$ cat config.mk
export PLATFORM = sky130hd
export DESIGN_NAME = fuse_regif_top
export DESIGN_NICKNAME = d
export VERILOG_FILES = /design/src/rtl/fuse_regif_pkg.sv /design/src/rtl/fuse_regif_dec.sv /design/src/rtl/fuse_regif_lock.sv /design/src/rtl/fuse_regif_irq.sv /design/src/rtl/fuse_regif_top.sv
export SDC_FILE = /design/constraint.sdc
export NUM_CORES = 1
export LEC_CHECK = 0
export ABC_AREA = 1
export BUFFER_PORTS_ARGS = -buffer_cell sky130_fd_sc_hd__buf_2
export CAP_MARGIN = 0
export CORE_MARGIN = 5
export CORE_UTILIZATION = 30
export DETAILED_ROUTE_END_ITERATION = 8
export GPL_TIMING_DRIVEN = 0
export PLACE_DENSITY = 0.7
export REMOVE_ABC_BUFFERS = 1
export SYNTH_ARGS = -nofsm -noshare
export SYNTH_HDL_FRONTEND = slang
export SYNTH_HIERARCHICAL = 1
export SYNTH_SLANG_ARGS = --single-unit
export TNS_END_PERCENT = 50
$ cat constraint.sdc
create_clock -name clk -period 4 [get_ports clk]
set_clock_uncertainty 0.1 [all_clocks]
set_input_delay 0.8 -clock clk [delete_from_list [all_inputs] [get_ports clk]]
set_output_delay 0.8 -clock clk [all_outputs]
set_load 0.005 [all_outputs]
$ cat src/rtl/fuse_regif_pkg.sv
package fuse_regif_pkg;
  localparam int unsigned WORD_W = 32;
  localparam int unsigned NSRC   = 6;
  // status word position of each event source, index = evt_set bit
  localparam int unsigned SRC_BIT [NSRC] = '{0, 1, 2, 3, 4, 31};

  typedef enum logic [2:0] {
    SEL_NONE = 3'd0,
    SEL_LOCK = 3'd1,
    SEL_STAT = 3'd2,
    SEL_MASK = 3'd3,
    SEL_MSET = 3'd4,
    SEL_MCLR = 3'd5
  } regsel_e;

  function automatic logic [NSRC-1:0] src_pack(input logic [WORD_W-1:0] w);
    logic [NSRC-1:0] r;
    for (int i = 0; i < NSRC; i++) r[i] = w[SRC_BIT[i]];
    return r;
  endfunction

  function automatic logic [WORD_W-1:0] src_unpack(input logic [NSRC-1:0] s);
    logic [WORD_W-1:0] r;
    r = '0;
    for (int i = 0; i < NSRC; i++) r[SRC_BIT[i]] = s[i];
    return r;
  endfunction
endpackage

$ cat src/rtl/fuse_regif_dec.sv
module fuse_regif_dec
  import fuse_regif_pkg::*;
#(
  parameter int unsigned ADDR_W   = 8,
  parameter logic [ADDR_W-1:0] OFS_LOCK = 8'h00,
  parameter logic [ADDR_W-1:0] OFS_STAT = 8'h10,
  parameter logic [ADDR_W-1:0] OFS_MASK = 8'h14,
  parameter logic [ADDR_W-1:0] OFS_MSET = 8'h18,
  parameter logic [ADDR_W-1:0] OFS_MCLR = 8'h1C
) (
  input  logic [ADDR_W-1:0] addr,
  output regsel_e           sel
);
  always_comb begin
    unique case (addr)
      OFS_LOCK: sel = SEL_LOCK;
      OFS_STAT: sel = SEL_STAT;
      OFS_MASK: sel = SEL_MASK;
      OFS_MSET: sel = SEL_MSET;
      OFS_MCLR: sel = SEL_MCLR;
      default:  sel = SEL_NONE;
    endcase
  end
endmodule

$ cat src/rtl/fuse_regif_lock.sv
module fuse_regif_lock #(
  parameter int unsigned       W   = 32,
  parameter logic [W-1:0]      KEY = 32'h0000_DF0D
) (
  input  logic         clk,
  input  logic         rst_n,
  input  logic         wr_en,
  input  logic [W-1:0] wdata,
  output logic         locked
);
  logic lock_d, lock_q;

  always_comb begin
    lock_d = lock_q;
    if (wr_en) lock_d = (wdata == KEY) ? 1'b0 : 1'b1;
  end

  always_ff @(posedge clk or negedge rst_n) begin
    if (!rst_n)     lock_q <= 1'b1;
    else if (wr_en) lock_q <= lock_d;
  end

  assign locked = lock_q;


  key_open_chk: assert property (@(posedge clk) disable iff (!rst_n)
    (wr_en && wdata == KEY) |=> !locked);

  key_close_chk: assert property (@(posedge clk) disable iff (!rst_n)
    (wr_en && wdata != KEY) |=> locked);
endmodule

$ cat src/rtl/fuse_regif_irq.sv
module fuse_regif_irq #(
  parameter int unsigned NS = 6
) (
  input  logic          clk,
  input  logic          rst_n,
  input  logic [NS-1:0] evt_set,
  input  logic          stat_clr_en,
  input  logic          mask_set_en,
  input  logic          mask_clr_en,
  input  logic [NS-1:0] wbits,
  output logic [NS-1:0] status,
  output logic [NS-1:0] mask,
  output logic          irq
);
  logic [NS-1:0] status_d, status_q, mask_d, mask_q;
  logic          irq_d, irq_q;
  logic          stat_upd, mask_upd;

  assign stat_upd = stat_clr_en | (|evt_set);
  assign mask_upd = mask_set_en | mask_clr_en;

  for (genvar i = 0; i < NS; i++) begin : g_src
    always_comb begin
      status_d[i] = evt_set[i] | (status_q[i] & ~(stat_clr_en & wbits[i]));
      mask_d[i]   = mask_q[i];
      if (mask_set_en && wbits[i])      mask_d[i] = 1'b1;
      else if (mask_clr_en && wbits[i]) mask_d[i] = 1'b0;
    end


    evt_wins_chk: assert property (@(posedge clk) disable iff (!rst_n)
      evt_set[i] |=> status_q[i]);

    w1c_chk: assert property (@(posedge clk) disable iff (!rst_n)
      (stat_clr_en && wbits[i] && !evt_set[i]) |=> !status_q[i]);
  end

  always_comb irq_d = |(status_q & mask_q);

  always_ff @(posedge clk or negedge rst_n) begin
    if (!rst_n) begin
      status_q <= '0;
      mask_q   <= '1;
      irq_q    <= 1'b0;
    end else begin
      if (stat_upd) status_q <= status_d;
      if (mask_upd) mask_q   <= mask_d;
      irq_q <= irq_d;
    end
  end

  assign status = status_q;
  assign mask   = mask_q;
  assign irq    = irq_q;


  mask_set_chk: assert property (@(posedge clk) disable iff (!rst_n)
    mask_set_en |=> ((mask_q & $past(wbits)) == $past(wbits)));

  mask_clr_chk: assert property (@(posedge clk) disable iff (!rst_n)
    mask_clr_en |=> ((mask_q & $past(wbits)) == '0));
endmodule

$ cat src/rtl/fuse_regif_top.sv
module fuse_regif_top
  import fuse_regif_pkg::*;
#(
  parameter int unsigned       ADDR_W   = 8,
  parameter logic [31:0]       KEY      = 32'h0000_DF0D,
  parameter logic [ADDR_W-1:0] OFS_LOCK = 8'h00,
  parameter logic [ADDR_W-1:0] OFS_STAT = 8'h10,
  parameter logic [ADDR_W-1:0] OFS_MASK = 8'h14,
  parameter logic [ADDR_W-1:0] OFS_MSET = 8'h18,
  parameter logic [ADDR_W-1:0] OFS_MCLR = 8'h1C
) (
  input  logic              clk,
  input  logic              rst_n,
  input  logic [ADDR_W-1:0] bus_addr,
  input  logic              bus_we,
  input  logic [31:0]       bus_wdata,
  output logic [31:0]       bus_rdata,
  input  logic [5:0]        evt_set,
  output logic              irq
);
  localparam logic [WORD_W-1:0] SRC_WORD = src_unpack('1);

  regsel_e         sel;
  logic            locked, wr_open;
  logic [NSRC-1:0] wbits, status_w, mask_w;

  fuse_regif_dec #(
    .ADDR_W(ADDR_W), .OFS_LOCK(OFS_LOCK), .OFS_STAT(OFS_STAT),
    .OFS_MASK(OFS_MASK), .OFS_MSET(OFS_MSET), .OFS_MCLR(OFS_MCLR)
  ) u_dec (
    .addr (bus_addr),
    .sel  (sel)
  );

  fuse_regif_lock #(.W(WORD_W), .KEY(KEY)) u_lock (
    .clk    (clk),
    .rst_n  (rst_n),
    .wr_en  (bus_we && sel == SEL_LOCK),
    .wdata  (bus_wdata),
    .locked (locked)
  );

  assign wr_open = bus_we && !locked;
  assign wbits   = src_pack(bus_wdata);

  fuse_regif_irq #(.NS(NSRC)) u_irq (
    .clk         (clk),
    .rst_n       (rst_n),
    .evt_set     (evt_set),
    .stat_clr_en (wr_open && sel == SEL_STAT),
    .mask_set_en (wr_open && sel == SEL_MSET),
    .mask_clr_en (wr_open && sel == SEL_MCLR),
    .wbits       (wbits),
    .status      (status_w),
    .mask        (mask_w),
    .irq         (irq)
  );

  always_comb begin
    unique case (sel)
      SEL_LOCK: bus_rdata = {{(WORD_W-1){1'b0}}, locked};
      SEL_STAT: bus_rdata = src_unpack(status_w);
      SEL_MASK: bus_rdata = src_unpack(mask_w);
      default:  bus_rdata = '0;
    endcase
  end


  locked_drop_chk: assert property (@(posedge clk) disable iff (!rst_n)
    (bus_we && locked && sel != SEL_LOCK) |=> $stable(mask_w));

  rsvd_zero_chk: assert property (@(posedge clk) disable iff (!rst_n)
    (bus_rdata & ~SRC_WORD) == '0);

  irq_rise_chk: assert property (@(posedge clk) disable iff (!rst_n)
    (|(status_w & mask_w)) |=> irq);

  irq_fall_chk: assert property (@(posedge clk) disable iff (!rst_n)
    !(|(status_w & mask_w)) |=> !irq);
endmodule

==> impl_metrics.env, run 1 <==
export IMPL_num_rows=23
export IMPL_cts_buffers=3
export IMPL_route_detailed_drc=0
export IMPL_ant_nets=0
export IMPL_min_period_ps=3207
export IMPL_worst_ep_arrival_time_ps=2310
export IMPL_place_inst=288
export IMPL_first_pass_iters=4
export IMPL_finalCritPeriodShare=0.8018
export IMPL_hold_viol_final=0
export IMPL_io_pins=82
export IMPL_drive_gt1_frac=0.3347
export IMPL_die_h_um=73.87
export IMPL_ys_seq_area_frac=0.2935
export IMPL_worst_pin_slew_ps=785.1
export IMPL_p_per_area_mw_per_mm2=244.4
export IMPL_synth_warnings=6
export IMPL_io_buffers=55
export IMPL_synthTopCellsByArea="nand2_1 (19%), buf_4 (17%), dfstp_2 (15%), dfrtp_1 (14%), nor2_1 (7.7%)"
export IMPL_fin_area_mm2=0.001496
export IMPL_clockBufferDepth=2
export IMPL_grt_pass1_wl_um=4457
export IMPL_yosysTopAreaCell="nand2_1"
export IMPL_area_growth_pct=22.29
export IMPL_slew_violations=0
export IMPL_rsz0062_at_grt="no"
export IMPL_cts_setup_buffers=0
export IMPL_track_usage=0.1032
export IMPL_worst_setup_path_end_kind="primary output"
export IMPL_yosys_area_top_type_share=0.1902
export IMPL_viasPerCell=3.986
export IMPL_max_cap_violations=0
export IMPL_crit_fanout=10
export IMPL_place_hpwl_um=2399
export IMPL_postCtsHoldBufs=0
export IMPL_grt_pass1_vias=1090
export IMPL_cts_resized=0
export IMPL_antenna_cells=0
export IMPL_layout_nets=292
export IMPL_peakVddDrop_uv=169.5
export IMPL_dieArea_mm2=0.005456
export IMPL_antenna_found_initial=0
export IMPL_synth_area_per_cell_um2=6.579
export IMPL_reg2reg_depth=5
export IMPL_clkLatencyLatePin_ps=240
export IMPL_core_area_mm2=0.003971
export IMPL_fin_cells=292
export IMPL_fin_tns_setup_ps=0
export IMPL_die_x_um=73.87
export IMPL_worstReg2RegStart="u_lock/locked$_DFFE_PN1P_"
export IMPL_grt_overflow=0
export IMPL_fmax_ghz=0.3118
export IMPL_avgRoutedWirePerCell_um=9.589
export IMPL_required_ps=3100
export IMPL_initial_utilization=0.3081
export IMPL_htreeDepth=1
export IMPL_clk_pin_slew_ps=60
export IMPL_crit_start="bus_addr[5]"
export IMPL_startpoint_type="input pin"
export IMPL_dr_first_iter_drc_count=19
export IMPL_wirelength_um=2800
export IMPL_synth_seq_cells=14
export IMPL_p_leak_nw=0.8503
export IMPL_cts_sinks=14
export IMPL_cts_tree="yes"
export IMPL_crit_type="in2out"
export IMPL_syn_instance_count=186
export IMPL_hp_class="in2async"
export IMPL_status="finished, final reports clean"
export IMPL_cts_root_buf="clkbuf_8"
export IMPL_synth_distinct_cells=19
export IMPL_gp_congestion=0.7653
export IMPL_grt_max_degree=15
export IMPL_relSlewSlack=0.4747
export IMPL_placed_area_mm2=0.001441
export IMPL_final_setup_viol_count=0
export IMPL_synth_area_mm2=0.001224
export IMPL_via_count=1164
-- per-layer routing --
| layer | wire (um) | track usage | vias to the layer above |
|---|---|---|---|
| li1 | - | - | 626 |
| met1 | 1124 | 0.1221 | 486 |
| met2 | 1401 | 0.1890 | 50 |
| met3 | 251 | 0.01642 | 2 |
| met4 | 23 | 0.03018 | 0 |
| met5 | 0 | 0 | - |
-- area by class of cell --
type / instances / area, um2
clock buffers: 4 / 55.05
fillers: 454 / 2475
inverters: 26 / 97.59
multi-input cells: 143 / 646.9
flip-flops and latches: 14 / 359.1
well taps: 50 / 62.56
repair buffers: 55 / 275.3
-- final timing paths --
check	end	slack, ps
max	bus_rdata[31]	790
min	u_irq/status[2]$_DFFE_PN0P_	340
max reg2reg	u_irq/mask[4]$_DFFE_PN1P_	2550
min reg2reg	u_irq/mask[0]$_DFFE_PN1P_	370
max in group asynchronous	u_lock/locked$_DFFE_PN1P_	3180
min in group clk	u_irq/mask[0]$_DFFE_PN1P_	370
-- logic make-up (layout without fill, tap and decap cells) --
kind of cell | after synthesis | in the layout | share of synthesized area
AOI/OAI and AO/OA | 11 | 11 | 0.07259
buffers and inverters | 54 | 85 | 0.2546
DFF | 14 | 14 | 0.2935
other | 1 | 26 | 0.003065
and+or+nand+nor | 106 | 106 | 0.3763
-- power by group --
group          switching [W]  internal, W  total (W)
Clock              0.0000492    0.0000871   0.000136
Combinational      0.0000355    0.0000302  0.0000657
Sequential        0.00000662     0.000157   0.000164
-- registers in the layout, summed over array words and instances, names as in the netlist --
name and count:
u_lock/locked 1, u_irq/status 6, u_irq/irq 1, u_irq/mask 6
-- cell usage after synthesis, drive strengths merged --
library cell and n:
nand2 63, and3 1, conb 1, inv 26, dfrtp 7, nor2 28, nand3 3, buf 28
a21o 6, nor3 3, dfstp 7, o21ai 5, nand4 8
-- worst max-delay path, stage by stage --
cell	delay [ps]
buf_2	100
inv_2	50
nand2_2	40
nor2_2	110
inv_1	60
nor2_1	600
nand3_4	220
o21ai_2	190
buf_2	130
-- metrics by stage --
| stage | worst slack (ps) | power [W] | hold WS (ps) | utilization |
|---|---|---|---|---|
| global route | 617.4 | 0.0003892 | 365.0 | 0.3768 |
| finish | 792.6 | 0.0003658 | 335.2 | 0.3768 |
| detailed placement | 804.0 | 0.0002320 | 359.9 | 0.3629 |
| global placement | 823.4 | 0.0002305 | 355.6 | 0.3629 |
| floorplan | 1313 | 0.0001955 | 348.8 | - |
| CTS | 790.7 | 0.0003706 | 338.3 | 0.3768 |
-- placed cells by master (no fill, tap or decap) --
cell | netlist | layout
a21o_1 | 6 | 6
and3_1 | 1 | 1
buf_2 | 0 | 55
clkbuf_8 | 0 | 4
conb_1 | 1 | 26
dfrtp_1 | 7 | 7
dfstp_2 | 7 | 7
inv_1 | 23 | 23
inv_2 | 3 | 3
nand2_1 | 62 | 62
nand2_2 | 1 | 1
nand3_1 | 2 | 2
nand3_4 | 1 | 1
nand4_1 | 8 | 8
nor2_1 | 25 | 25
nor2_2 | 3 | 3
nor3_1 | 1 | 1
nor3_2 | 2 | 2
o21ai_2 | 5 | 5
Power figures use the tool's default switching activity.
==> inputs of run 2 (changes only) <==
--- a/config.mk
+++ b/config.mk
@@ -5,14 +5,14 @@
 export SDC_FILE = /design/constraint.sdc
 export NUM_CORES = 1
 export LEC_CHECK = 0
-export ABC_AREA = 1
+export ABC_AREA = 0
 export BUFFER_PORTS_ARGS = -buffer_cell sky130_fd_sc_hd__buf_2
 export CAP_MARGIN = 0
 export CORE_MARGIN = 5
 export CORE_UTILIZATION = 30
 export DETAILED_ROUTE_END_ITERATION = 8
 export GPL_TIMING_DRIVEN = 0
-export PLACE_DENSITY = 0.7
+export PLACE_DENSITY = 0.75
 export REMOVE_ABC_BUFFERS = 1
 export SYNTH_ARGS = -nofsm -noshare
 export SYNTH_HDL_FRONTEND = slang
==> constraint.sdc (replaced) <==
create_clock -name clk -period 2.8 [get_ports clk]
set_clock_uncertainty 0.1 [all_clocks]
set_input_delay 0.56 -clock clk [delete_from_list [all_inputs] [get_ports clk]]
set_output_delay 0.56 -clock clk [all_outputs]
set_load 0.005 [all_outputs]
==> impl_metrics.env, run 2 <==
export IMPL_worst_pin_slew_ps=656.0
export IMPL_crit_fanout=10
export IMPL_clk_pin_slew_ps=80
export IMPL_ys_seq_area_frac=0.3450
export IMPL_place_hpwl_um=2228
export IMPL_fmax_ghz=0.3729
export IMPL_setup_ws_ps=118.4
export IMPL_min_period_ps=2682
export IMPL_status="finished, final reports clean"
export IMPL_via_count=962
export IMPL_p_per_area_mw_per_mm2=342.2
export IMPL_synth_edff_count=0
export IMPL_antenna_found_initial=0
export IMPL_synth_distinct_cells=25
export IMPL_cts_root_buf="clkbuf_4"
export IMPL_pre_cts_slack_ps=-563.8
export IMPL_layout_common_cells="buf_2 (55), conb_1 (26), nand2_1 (14), nor2_1 (8)"
export IMPL_worstReg2RegStart="u_lock/locked$_DFFE_PN1P_"
export IMPL_startpoint_type="input pin"
export IMPL_p_leak_nw=0.5978
export IMPL_viasPerCell=4.454
export IMPL_dieArea_mm2=0.004748
export IMPL_track_usage=0.1138
export IMPL_cts_buffers=3
export IMPL_worst_ep_arrival_time_ps=2020
export IMPL_fin_cells=216
export IMPL_final_setup_viol_count=0
export IMPL_finalCritPeriodShare=0.9577
export IMPL_io_buffers=55
export IMPL_p_comb_frac=0.195
export IMPL_layout_commonest_cell="buf_2"
export IMPL_relSlewSlack=0.5593
export IMPL_clockBufferDepth=2
export IMPL_required_ps=2140
export IMPL_synth_commonest_cells="buf_4 (27), nand2_1 (14), nor2_1 (8)"
export IMPL_internal_power_w=0.0003488
export IMPL_wirelength_um=2628
export IMPL_drive_gt1_frac=0.4294
export IMPL_rsz0062_at_grt="no"
export IMPL_synth_seq_cells=14
export IMPL_ant_nets=0
export IMPL_n_fill_cell=363
export IMPL_worst_setup_path_end_kind="primary output"
export IMPL_reg2reg_to="u_irq/mask[5]$_DFFE_PN1P_"
export IMPL_finalPower_w=0.0004667
export IMPL_grt_pass1_wl_um=4002
export IMPL_power_switching_w=0.0001180
export IMPL_yosysTopAreaCell="buf_4"
export IMPL_synth_warnings=6
export IMPL_yosys_area_top_type_share=0.1947
export IMPL_reg2reg_depth=3
export IMPL_synthTopCellsByArea="buf_4 (19%), dfstp_2 (18%), dfrtp_1 (17%), mux2i_1 (5.8%), nand2_1 (5.0%)"
export IMPL_htreeDepth=1
export IMPL_p_clk_frac=0.304
export IMPL_core_area_mm2=0.003337
export IMPL_hp_class="in2async"
export IMPL_synthFlopType="dfstp_2"
export IMPL_max_cap_violations=0
export IMPL_cts_tree="yes"
export IMPL_cts_sinks=14
export IMPL_route_detailed_drc=0
export IMPL_reg2reg_setup_slack_ps=1280
export IMPL_synth_area_mm2=0.001041
export IMPL_grt_overflow=0
export IMPL_place_inst=211
export IMPL_fin_tns_setup_ps=0
export IMPL_final_core_util=0.4087
export IMPL_critPathCapture="bus_rdata[0]"
export IMPL_antenna_cells=0
export IMPL_crit_start="bus_addr[2]"
export IMPL_num_rows=21
export IMPL_hold_viol_final=0
export IMPL_gp_congestion=0.7834
export IMPL_dr_first_iter_drc_count=22
export IMPL_die_x_um=68.91
export IMPL_slew_violations=0
export IMPL_syn_instance_count=112
export IMPL_switching_share=0.2527
export IMPL_synth_area_per_cell_um2=9.295
export IMPL_first_pass_iters=4
export IMPL_clkLatencyLatePin_ps=270
export IMPL_seqPwrFrac=0.501
export IMPL_avgRoutedWirePerCell_um=12.17
export IMPL_crit_type="in2out"
export IMPL_die_h_um=68.91
export IMPL_grt_pass1_vias=927
export IMPL_layout_nets=220
export IMPL_peakVddDrop_uv=173.7
export IMPL_initial_utilization=0.3120
export IMPL_area_growth_pct=31.01
export IMPL_synthArstFlopShare=1.000
export IMPL_grt_max_degree=15
export IMPL_synth_most_common_cell="buf_4"
export IMPL_io_pins=82
## run 2: layout make-up
cell class,count,area [um2],share of cell area
Clock buffer,4,36.28,0.02661
Multi-Input combinational cell,96,615.6,0.4514
Sequential cell,14,359.1,0.2633
Tap cell,46,57.56,0.04220
Timing Repair Buffer,56,295.3,0.2165
## run 2: cell families after synthesis
group                  after synthesis  synth area share
multiplexers                         6           0.05769
buffers and inverters               27            0.1947
flip-flops                          14            0.3450
other                                1          0.003602
AO/OA/AOI/OAI                       19            0.1526
AND/OR/NAND/NOR                     45            0.2464
## run 2: per-stage QoR
step | hold slack (ps) | cell area [um2]
after floorplan | 164.4 | 932.1
after global placement | 363.9 | 1265
after detailed placement | 370.0 | 1265
after CTS | 62.08 | 1355
after global routing | 74.17 | 1364
final | 60.15 | 1364
## run 2: per-layer routing
metal / track usage / up-vias / part of all wire
met2: 0.1845 / 45 / 0.49
li1: - / 471 / -
met3: 0.03566 / 2 / 0.10
met5: 0 / - / 0
met4: 0.03650 / 0 / 0.0046
met1: 0.1434 / 444 / 0.40
## run 2: timing repair
item,CTS,global route
setup endpoints to repair,13,3
buffers inserted,1,0
pin swaps,1,1
hold buffers,0,0
gates resized for setup,4,1
cloned,0,0
## run 2: power groups by stage
stage	logic (W)	clock network (W)	registers (W)
6_report	0.0000910	0.000142	0.000234
4_1_cts	0.0000899	0.000149	0.000234
3_5_place_dp	0.0000854	0	0.000238
2_1_floorplan	0.0000350	0	0.000235
3_3_place_gp	0.0000842	0	0.000237
5_1_grt	0.000104	0.000154	0.000237
## run 2: critical path: stages
cell,delay (ps)
buf_2,100
or3_1,410
a2111oi_4,360
buf_12,180
a21oi_1,50
a211oi_2,220
buf_2,140
## run 2: worst min path at each step
stage / to / slack, ps / cells past startpoint
after floorplan: u_irq/irq$_DFF_PN0_ / 160 / 0
after global placement: u_irq/status[3]$_DFFE_PN0P_ / 360 / 1
after detailed placement: u_irq/irq$_DFF_PN0_ / 370 / 1
after CTS: u_irq/status[2]$_DFFE_PN0P_ / 60 / 1
after global routing: u_irq/status[3]$_DFFE_PN0P_ / 70 / 1
final: u_irq/status[3]$_DFFE_PN0P_ / 60 / 1
